$ cat src/rtl/lsu_pkg.sv
package lsu_pkg;
    localparam int WORD_W = 32;
    localparam int LANES  = WORD_W / 8;
    localparam int OFF_W  = $clog2(LANES);

    typedef enum logic [1:0] {
        SZ_BYTE  = 2'd0,
        SZ_HALF  = 2'd1,
        SZ_WORD  = 2'd2,
        SZ_DWORD = 2'd3
    } size_e;
endpackage

$ cat src/rtl/lsu_agen.sv
module lsu_agen #(
    parameter int ADDR_W = 32,
    parameter int IMM_W  = 16
) (
    input  logic [ADDR_W-1:0] base_i,
    input  logic              base_zero_i,
    input  logic [ADDR_W-1:0] index_i,
    input  logic [IMM_W-1:0]  imm_i,
    input  logic              use_imm_i,
    output logic [ADDR_W-1:0] ea_o
);
    localparam int EXT_W = ADDR_W - IMM_W;

    logic [ADDR_W-1:0] op_a;
    logic [ADDR_W-1:0] op_b;

    always_comb begin
        // zero option replaces the base term entirely
        op_a = base_zero_i ? '0 : base_i;
        op_b = use_imm_i ? {{EXT_W{imm_i[IMM_W-1]}}, imm_i} : index_i;
        ea_o = op_a + op_b;
    end
endmodule

$ cat src/rtl/lsu_store_lane.sv
module lsu_store_lane
    import lsu_pkg::*;
(
    input  size_e              size_i,
    input  logic [OFF_W-1:0]   off_i,
    input  logic [WORD_W-1:0]  data_i,
    output logic [LANES-1:0]   be_o,
    output logic [WORD_W-1:0]  data_o
);
    localparam logic [LANES-1:0] BYTE_TOP = LANES'(1) << (LANES - 1);
    localparam logic [LANES-1:0] HALF_TOP = LANES'(3) << (LANES - 2);

    logic [WORD_W-1:0] byte_rep;
    logic [WORD_W-1:0] half_rep;
    logic [OFF_W-1:0]  half_off;

    generate
        for (genvar g = 0; g < LANES; g++) begin : g_byte_rep
            assign byte_rep[8*g +: 8] = data_i[7:0];
        end
        for (genvar g = 0; g < LANES/2; g++) begin : g_half_rep
            assign half_rep[16*g +: 16] = data_i[15:0];
        end
    endgenerate

    assign half_off = {off_i[OFF_W-1:1], 1'b0};

    // Big-endian lanes: offset 0 is the most significant byte
    always_comb begin
        unique case (size_i)
            SZ_BYTE: begin
                be_o   = BYTE_TOP >> off_i;
                data_o = byte_rep;
            end
            SZ_HALF: begin
                be_o   = HALF_TOP >> half_off;
                data_o = half_rep;
            end
            default: begin
                be_o   = '1;
                data_o = data_i;
            end
        endcase
    end
endmodule

$ cat src/rtl/lsu_load_align.sv
module lsu_load_align
    import lsu_pkg::*;
(
    input  size_e              size_i,
    input  logic               sign_i,
    input  logic [OFF_W-1:0]   off_i,
    input  logic [WORD_W-1:0]  rdata_i,
    output logic [WORD_W-1:0]  word_o
);
    logic [OFF_W-1:0]  byte_idx;
    logic [OFF_W-1:0]  half_idx;
    logic [WORD_W-1:0] byte_sh;
    logic [WORD_W-1:0] half_sh;

    always_comb begin
        byte_idx = OFF_W'(LANES - 1) - off_i;
        half_idx = OFF_W'(LANES - 2) - {off_i[OFF_W-1:1], 1'b0};
        byte_sh  = rdata_i >> {byte_idx, 3'b000};
        half_sh  = rdata_i >> {half_idx, 3'b000};
        unique case (size_i)
            SZ_BYTE: word_o = {{(WORD_W-8){1'b0}}, byte_sh[7:0]};
            SZ_HALF: word_o = {{(WORD_W-16){sign_i & half_sh[15]}}, half_sh[15:0]};
            default: word_o = rdata_i;
        endcase
    end
endmodule

$ cat src/rtl/lsu_core.sv
module lsu_core
    import lsu_pkg::*;
#(
    parameter int ADDR_W = 32,
    parameter int IMM_W  = 16,
    parameter int TAG_W  = 5
) (
    input  logic                  clk,
    input  logic                  rst_n,
    input  logic                  iss_valid,
    output logic                  iss_ready,
    input  logic                  iss_store,
    input  logic [1:0]            iss_size,
    input  logic                  iss_signed,
    input  logic                  iss_base_zero,
    input  logic [ADDR_W-1:0]     iss_base,
    input  logic                  iss_use_imm,
    input  logic [ADDR_W-1:0]     iss_index,
    input  logic [IMM_W-1:0]      iss_imm,
    input  logic [TAG_W-1:0]      iss_tag,
    input  logic [2*WORD_W-1:0]   iss_wdata,
    output logic                  bus_req,
    output logic                  bus_we,
    output logic [ADDR_W-1:0]     bus_addr,
    output logic [LANES-1:0]      bus_be,
    output logic [WORD_W-1:0]     bus_wdata,
    input  logic [WORD_W-1:0]     bus_rdata,
    output logic                  gpr_wb_valid,
    output logic [TAG_W-1:0]      gpr_wb_tag,
    output logic [WORD_W-1:0]     gpr_wb_data,
    output logic                  fpr_wb_valid,
    output logic [TAG_W-1:0]      fpr_wb_tag,
    output logic [2*WORD_W-1:0]   fpr_wb_data
);
    localparam int DW = 2 * WORD_W;

    typedef struct packed {
        logic               s1_vld;
        logic               s1_store;
        size_e              s1_size;
        logic               s1_sgn;
        logic               s1_beat;
        logic [ADDR_W-1:0]  s1_addr;
        logic [OFF_W-1:0]   s1_off;
        logic [TAG_W-1:0]   s1_tag;
        logic [DW-1:0]      s1_wdata;
        logic               s2_vld;
        size_e              s2_size;
        logic               s2_sgn;
        logic               s2_beat;
        logic [OFF_W-1:0]   s2_off;
        logic [TAG_W-1:0]   s2_tag;
        logic [WORD_W-1:0]  hi;
    } state_t;

    state_t st_d, st_q;

    logic [ADDR_W-1:0] ea;
    logic [WORD_W-1:0] lane_src;
    logic [WORD_W-1:0] load_word;
    logic              need_beat2;

    lsu_agen #(
        .ADDR_W (ADDR_W),
        .IMM_W  (IMM_W)
    ) i_agen (
        .base_i      (iss_base),
        .base_zero_i (iss_base_zero),
        .index_i     (iss_index),
        .imm_i       (iss_imm),
        .use_imm_i   (iss_use_imm),
        .ea_o        (ea)
    );

    // High word goes out first; second beat of a double-word carries the low word
    assign lane_src = (st_q.s1_size == SZ_DWORD && !st_q.s1_beat)
                      ? st_q.s1_wdata[DW-1:WORD_W] : st_q.s1_wdata[WORD_W-1:0];

    lsu_store_lane i_lane (
        .size_i (st_q.s1_size),
        .off_i  (st_q.s1_off),
        .data_i (lane_src),
        .be_o   (bus_be),
        .data_o (bus_wdata)
    );

    lsu_load_align i_align (
        .size_i  (st_q.s2_size),
        .sign_i  (st_q.s2_sgn),
        .off_i   (st_q.s2_off),
        .rdata_i (bus_rdata),
        .word_o  (load_word)
    );

    assign need_beat2 = st_q.s1_vld && st_q.s1_size == SZ_DWORD && !st_q.s1_beat;
    assign iss_ready  = !need_beat2;

    always_comb begin
        st_d = st_q;

        // Stage 1: address phase on the bus
        if (need_beat2) begin
            st_d.s1_beat = 1'b1;
            st_d.s1_addr = st_q.s1_addr + ADDR_W'(LANES);
        end else if (iss_valid) begin
            st_d.s1_vld   = 1'b1;
            st_d.s1_store = iss_store;
            st_d.s1_size  = size_e'(iss_size);
            st_d.s1_sgn   = iss_signed;
            st_d.s1_beat  = 1'b0;
            st_d.s1_addr  = {ea[ADDR_W-1:OFF_W], OFF_W'(0)};
            st_d.s1_off   = ea[OFF_W-1:0];
            st_d.s1_tag   = iss_tag;
            st_d.s1_wdata = iss_wdata;
        end else begin
            st_d.s1_vld = 1'b0;
        end

        // Stage 2: read data returns from the RAM
        st_d.s2_vld  = st_q.s1_vld && !st_q.s1_store;
        st_d.s2_size = st_q.s1_size;
        st_d.s2_sgn  = st_q.s1_sgn;
        st_d.s2_beat = st_q.s1_beat;
        st_d.s2_off  = st_q.s1_off;
        st_d.s2_tag  = st_q.s1_tag;

        if (st_q.s2_vld && st_q.s2_size == SZ_DWORD && !st_q.s2_beat) begin
            st_d.hi = bus_rdata;
        end
    end

    always_ff @(posedge clk or negedge rst_n) begin
        if (!rst_n) begin
            st_q <= '0;
        end else begin
            st_q <= st_d;
        end
    end

    assign bus_req  = st_q.s1_vld;
    assign bus_we   = st_q.s1_store;
    assign bus_addr = st_q.s1_addr;

    assign gpr_wb_valid = st_q.s2_vld && st_q.s2_size != SZ_DWORD;
    assign gpr_wb_tag   = st_q.s2_tag;
    assign gpr_wb_data  = load_word;

    assign fpr_wb_valid = st_q.s2_vld && st_q.s2_size == SZ_DWORD && st_q.s2_beat;
    assign fpr_wb_tag   = st_q.s2_tag;
    assign fpr_wb_data  = {st_q.hi, bus_rdata};
endmodule

$ cat config.mk
export PLATFORM = sky130hd
export DESIGN_NAME = lsu_core
export DESIGN_NICKNAME = d
export VERILOG_FILES = /design/src/rtl/lsu_pkg.sv /design/src/rtl/lsu_agen.sv /design/src/rtl/lsu_store_lane.sv /design/src/rtl/lsu_load_align.sv /design/src/rtl/lsu_core.sv
export SDC_FILE = /design/constraint.sdc
export NUM_CORES = 1
export LEC_CHECK = 0
export ABC_AREA = 0
export ABC_CLOCK_PERIOD_IN_PS = 4350
export BUFFER_PORTS_ARGS = -buffer_cell sky130_fd_sc_hd__buf_2
export CORE_MARGIN = 2
export CORE_UTILIZATION = 31
export DETAILED_ROUTE_END_ITERATION = 10
export PLACE_DENSITY = 0.53
export SYNTH_ARGS = -nofsm -noshare
export SYNTH_HDL_FRONTEND = slang
export SYNTH_SLANG_ARGS = --single-unit
export TNS_END_PERCENT = 5
$ cat constraint.sdc
create_clock -name clk -period 4.35 [get_ports clk]
set_clock_uncertainty 0.15 [all_clocks]
set_input_delay 0 -clock clk [delete_from_list [all_inputs] [get_ports clk]]
set_output_delay 0 -clock clk [all_outputs]
set_load 0.05 [all_outputs]
# --- Word-level counts from Yosys, hierarchy flattened ---
# Index checks and enable logic that the tools add are counted.
classes:
  add_sub_neg: 4
  eq_ne: 5
  shifts: 4
  mux: 9
  n_bitwise: 2
  reduce_logical: 16
ops:
  columns: ["cell", "n"]
  rows:
  - ["case mux 32 bit (2 select lines)", 2]
  - ["two-way mux 104 bit", 1]
  - ["two-way mux 32 bit", 3]
  - ["two-way mux 33 bit", 1]
  - ["adder 32 x 3 -> 32 bit, second input constant", 1]
  - ["adder 32 bit", 1]
  - ["right shift 32 x 5 -> 16 bit", 1]
  - ["right shift 32 x 5 -> 8 bit", 1]
  - ["logical AND 1 bit", 8]
  - ["case mux 4 bit (2 select lines)", 1]
  - ["right shift 4 x 2 -> 4 bit, first input constant", 2]
  - ["equality test 2 x 1 -> 1 bit, second input constant", 2]
  - ["equality test 2 bit, second input constant", 2]
  - ["zero test 1 bit", 4]
  - ["zero test 2 bit", 2]
  - ["subtractor 2 bit, first input constant", 2]
  - ["!= test 2 bit, second input constant", 1]
  - ["AND reduction 2 bit", 1]
  - ["nonzero test 2 bit", 1]
  - ["bitwise AND 1 bit", 1]
  - ["two-way mux 1 bit", 1]
  - ["NOT 1 bit", 1]
word_totals:
  ff_bits: 153
  output_inout_bits: 179
  elab_cells: 56

# --- Longest topological paths before layout ---
logic_depth:
  depth_word: 5
  mapped_depth: 14

# --- By module ---
# A second synthesis with hierarchy kept.
hier_totals:
  hier_cells: 1222
  hier_area_um2: 10593.9
by_module_without_submodules:
  columns: ["module", "instances", "cells_per_inst", "area_per_inst_um2", "seq_area_each_um2"]
  rows:
  - ["lsu_core", 1, 758, 7297.0, 3778.6]
  - ["lsu_agen", 1, 317, 2234.6, 0.0]
  - ["lsu_store_lane", 1, 60, 531.8, 0.0]
  - ["lsu_load_align", 1, 87, 530.5, 0.0]

# --- Least setup slack after synthesis ---
# No wires, ideal clock.
synth_path:
  path_kind: "input -> register"
  startpoint: "input port iss_use_imm"
  endpoint: "register st_q, in the netlist bus_addr[18]"
  setup_time_ns: 0.138
  t_arrival_ns: 2.508
  required_ns: 4.062
  setup_slack_ns: 1.554
  stages: 12
  path_buffers: 1
  cell_sequence: "clkbuf_1 mux2_2 ha_1 fa_1 a21oi_1 o211ai_2 o211ai_2 o21bai_1 a21oi_1 o21a_1 xor2_1 o221ai_1"
synth_via:
  elab_chain_len: 4
synth_lines:
  columns: ["item", "line_no", "source"]
  rows:
  - ["start: declaration", "lsu_core.sv:17", "input logic iss_use_imm,"]
  - ["two-way mux 32 bit", "lsu_agen.sv:20", "op_b = use_imm_i ? {{EXT_W{imm_i[IMM_W-1]}}, imm_i} : index_i;"]
  - ["adder 32 bit", "lsu_agen.sv:21", "ea_o = op_a + op_b;"]
  - ["two-way mux 104 bit", "lsu_core.sv:105", "end else if (iss_valid) begin"]
  - ["two-way mux 33 bit", "lsu_core.sv:102", "if (need_beat2) begin"]
  - ["end signal: assignment", "lsu_core.sv:136", "st_q <= st_d;"]
  - ["end: declaration", "lsu_core.sv:56", "state_t st_d, st_q;"]
# No other way between the ends. The select of a mux whose other input is x is not followed.
# A chain may end at the register's enable or synchronous reset.

# --- Worst setup path in the final report ---
layout_path:
  startpoint: "register st_q, in the netlist st_d[41]"
  endpoint: "register st_q[93] (netlist bit)"
layout_via:
  elab_chain_len: 5
layout_lines:
  columns: ["item", "line_no", "source"]
  rows:
  - ["equality test 2 bit", "lsu_core.sv:95", "assign need_beat2 = st_q.s1_vld && st_q.s1_size == SZ_DWORD && !st_q.s1_beat;"]
  - ["logical AND 1 bit (2 in series)", "lsu_core.sv:95", null]
  - ["NOT 1 bit (no source line)", null, null]
  - ["AND reduction 2 bit (no source line)", null, null]
# No other way between the ends.

==> results.yml <==
route:
  num_vias: 9800
  wl_per_cell_um: 17.31
  vias_per_cell: 4.830
  wl_um: 35120
  route.detailed.drc: 0
  drtAntennaViolNets: 0
  first_pass_iters: 5
  dr.first_iter.drc_count: 455
yosys:
  synth-edff-count: 0
  syn_area_per_cell_um2: 8.505
  synth_xor_area_share_pct: 2.416
  yosysSeqAreaShare_pct: 35.94
  synth-simple-area-share_pct: 20.27
  synth_top_family_by_area: "simple AND/OR/NAND/NOR gates"
  synth_warnings: 0
  synth.area.mux_share_pct: 8.272
  synth_adder_area_share_pct: 3.999
  ys_ff_latch: 151
  synthFlopType: "dfrtp_1"
  syn_area_um2: 10510
  ys_async_sr_fraction_pct: 100.0
  syn-instance-count: 1236
  synth_compound_area_share_pct: 16.97
  synth.distinct_cells: 73
clocking:
  cts_max_path_buffers: 2
  root_buffer: "clkbuf_16"
  post_cts_buffers: 0
  h-tree-depth: 4
  cts_tree: "done"
  numClockSinks: 151
  numCtsBuffers: 17
  clock_latency_ns: 0.43
  path_clk_slew_ns: 0.07
sta:
  setup_viol: 0
  fin_setup_tns_ns: 0
  period_minus_slack_ns: 3.074
  rsz0062_at_grt: "no"
  max_freq_mhz: 325.3
  worst_slew_pin_slew_ns: 1.089
  slew_headroom_pct: 26.98
  maxSlewViolCount: 0
  min_period_over_period_pct: 70.66
  fin_hold_ws_ns: 0.01307
  finalHoldViolCount: 0
pwr:
  power.density_nw_per_um2: 485.9
  leakage_nw: 6.904
  ir_drop_v: 0.0002453
floorplan:
  dieArea_um2: 35400
  io_pins: 369
  rows: 67
  initial_core_util_pct: 31.43
  die_y_um: 188.2
  die_w_um: 188.2
  core_area_um2: 33450
critical_path:
  critical_path_class: "flop to flop"
  worstSetupEndpointType: "flop"
  cp.arrival_ns: 3.29
  start_kind: "flop"
  rrSetupSlack_ns: 1.28
  crit_required_ns: 4.57
  crit_fanout: 76
global_routing:
  globalRouteTotalUtil_pct: 19.82
  grt_pass1_vias: 9842
  antenna_found_initial: 0
  grt_pass1_wl_um: 55140
  overflow: 0
  grt_max_degree: 77
min_path:
  hp-class: "primary input to flop"
layout:
  antenna_cells: 0
  syn2layout_area_growth_pct: 29.15
  nFillCells: 3391
  drive_above_1_share_pct: 31.31
  layout.nets: 1791
placement:
  gp_congestion: 0.9374
  hpwlAfterDp_um: 25900
  portBuffers: 366
run_status:
  status: "completed"
flow_run:
  maxCapViolCount: 0
## where the power goes
group,switching [W],total [W],internal [W]
logic,0.00223,0.00310,0.000870
registers,0.000255,0.00198,0.00172
clock network,0.000658,0.00152,0.000858
total,0.00315,0.00660,0.00345
## cells in the mapped netlist, drive strengths merged (5+ instances only)
cell | instances | area [um2]
buf | 145 | 1027
and2 | 6 | 37.54
dfrtp | 151 | 3779
nand2 | 307 | 1157
a221o | 5 | 50.05
ha | 32 | 400.4
mux2i | 16 | 160.2
a22o | 21 | 183.9
o211ai | 13 | 112.6
nor2 | 47 | 183.9
clkbuf | 29 | 108.9
and4 | 7 | 61.31
nand3 | 27 | 135.1
a21o | 32 | 240.2
o221ai | 8 | 70.07
o21ai | 54 | 274.0
a31oi | 15 | 93.84
nand4 | 11 | 75.07
a21oi | 51 | 255.2
nor2b | 38 | 237.7
xor2 | 12 | 105.1
and3 | 9 | 56.30
nor3 | 12 | 75.07
o21bai | 11 | 82.58
xnor2 | 17 | 148.9
mux2 | 63 | 709.4
inv | 36 | 135.1
a22oi | 7 | 52.55
## cells by family (layout without fill, tap and decap cells)
kind of cell / Yosys count / count (layout)
AO/OA/AOI/OAI: 255 / 255
XOR/XNOR: 29 / 29
adder cells (fa/ha/maj): 33 / 33
buffers and inverters: 210 / 554
flip-flops: 151 / 151
multiplexers: 79 / 79
other: 1 / 2
AND/OR/NAND/NOR: 478 / 478
## critical path, cell delays in order, from the launching register on
cell and delay [ns]:
dfrtp_1 0.33, buf_4 0.23, nor2b_1 0.18, and3_1 0.47, inv_2 0.24, nand2_4 0.69, buf_4 0.49, nand2_1 0.10
nand2_1 0.08
## flip-flops by register name, indices dropped and copies added (netlist names)
signal	count
bus_req	1
bus_addr	30
fpr_wb_tag	5
fpr_wb_data	32
st_q	71
st_d	11
bus_we	1
## layer usage
metal / share of wire [%] / vias to the layer above / track usage (%)
met5: 0 / - / 0
met1: 43 / 4613 / 24.32
met2: 48 / 311 / 33.76
met4: 3.3 / 0 / 7.965
li1: - / 4814 / -
met3: 5.7 / 62 / 4.267
## through the flow
step	setup WS [ns]	std cells	power [W]	util (%)	area (um2)
6_report	1.276	2029	0.006597	40.59	13580
5_1_grt	0.8964	2029	0.006937	40.59	13580
4_1_cts	1.235	2029	0.006668	40.59	13580
3_5_place_dp	0.9560	1887	0.005050	35.48	11870
3_3_place_gp	1.052	1887	0.005029	35.48	11870
2_1_floorplan	1.554	1237	0.004561	-	10520
## layout by cell type (no fill, tap or decap), types with 9 or more instances in the layout
cell type / n
a21o_1: 32
a21oi_1: 51
a22o_1: 21
a31oi_1: 15
and3_1: 9
buf_2: 365
buf_4: 10
clkbuf_16: 17
dfrtp_1: 151
dlygate4sd3_1: 109
ha_1: 32
inv_1: 35
mux2_2: 62
mux2i_1: 16
nand2_1: 305
nand3_1: 27
nand4_1: 10
nor2_1: 46
nor2b_1: 38
o211ai_1: 10
o21ai_0: 46
o21bai_1: 11
xnor2_1: 17
xor2_1: 12
## final timing paths
path | start | end | cells after the start
min | iss_index[0] | st_d[37] | 5
max | st_d[41] | st_q[93] | 8
max reg2reg | st_d[41] | st_q[93] | 8
min reg2reg | st_d[33] | fpr_wb_tag[1] | 0
max in group asynchronous | rst_n | fpr_wb_data[48] | 3
min in group asynchronous | rst_n | st_q[48] | 3
## final cells by class
type,count,area (um2),share of cell area (%)
Clock inverter,15,166.4,1.226
Tap cell,448,560.5,4.129
Multi-Input combinational cell,876,5479,40.36
Sequential cell,151,3779,27.83
Timing Repair Buffer,486,3032,22.33
Clock buffer,17,425.4,3.133
Inverter,36,135.1,0.9953
## timing repair
item	CTS	global route
gates resized for setup	0	0
endpoints found under the hold margin	170	0
hold buffers	110	0
Note: power is estimated with default switching activity, not from simulation.
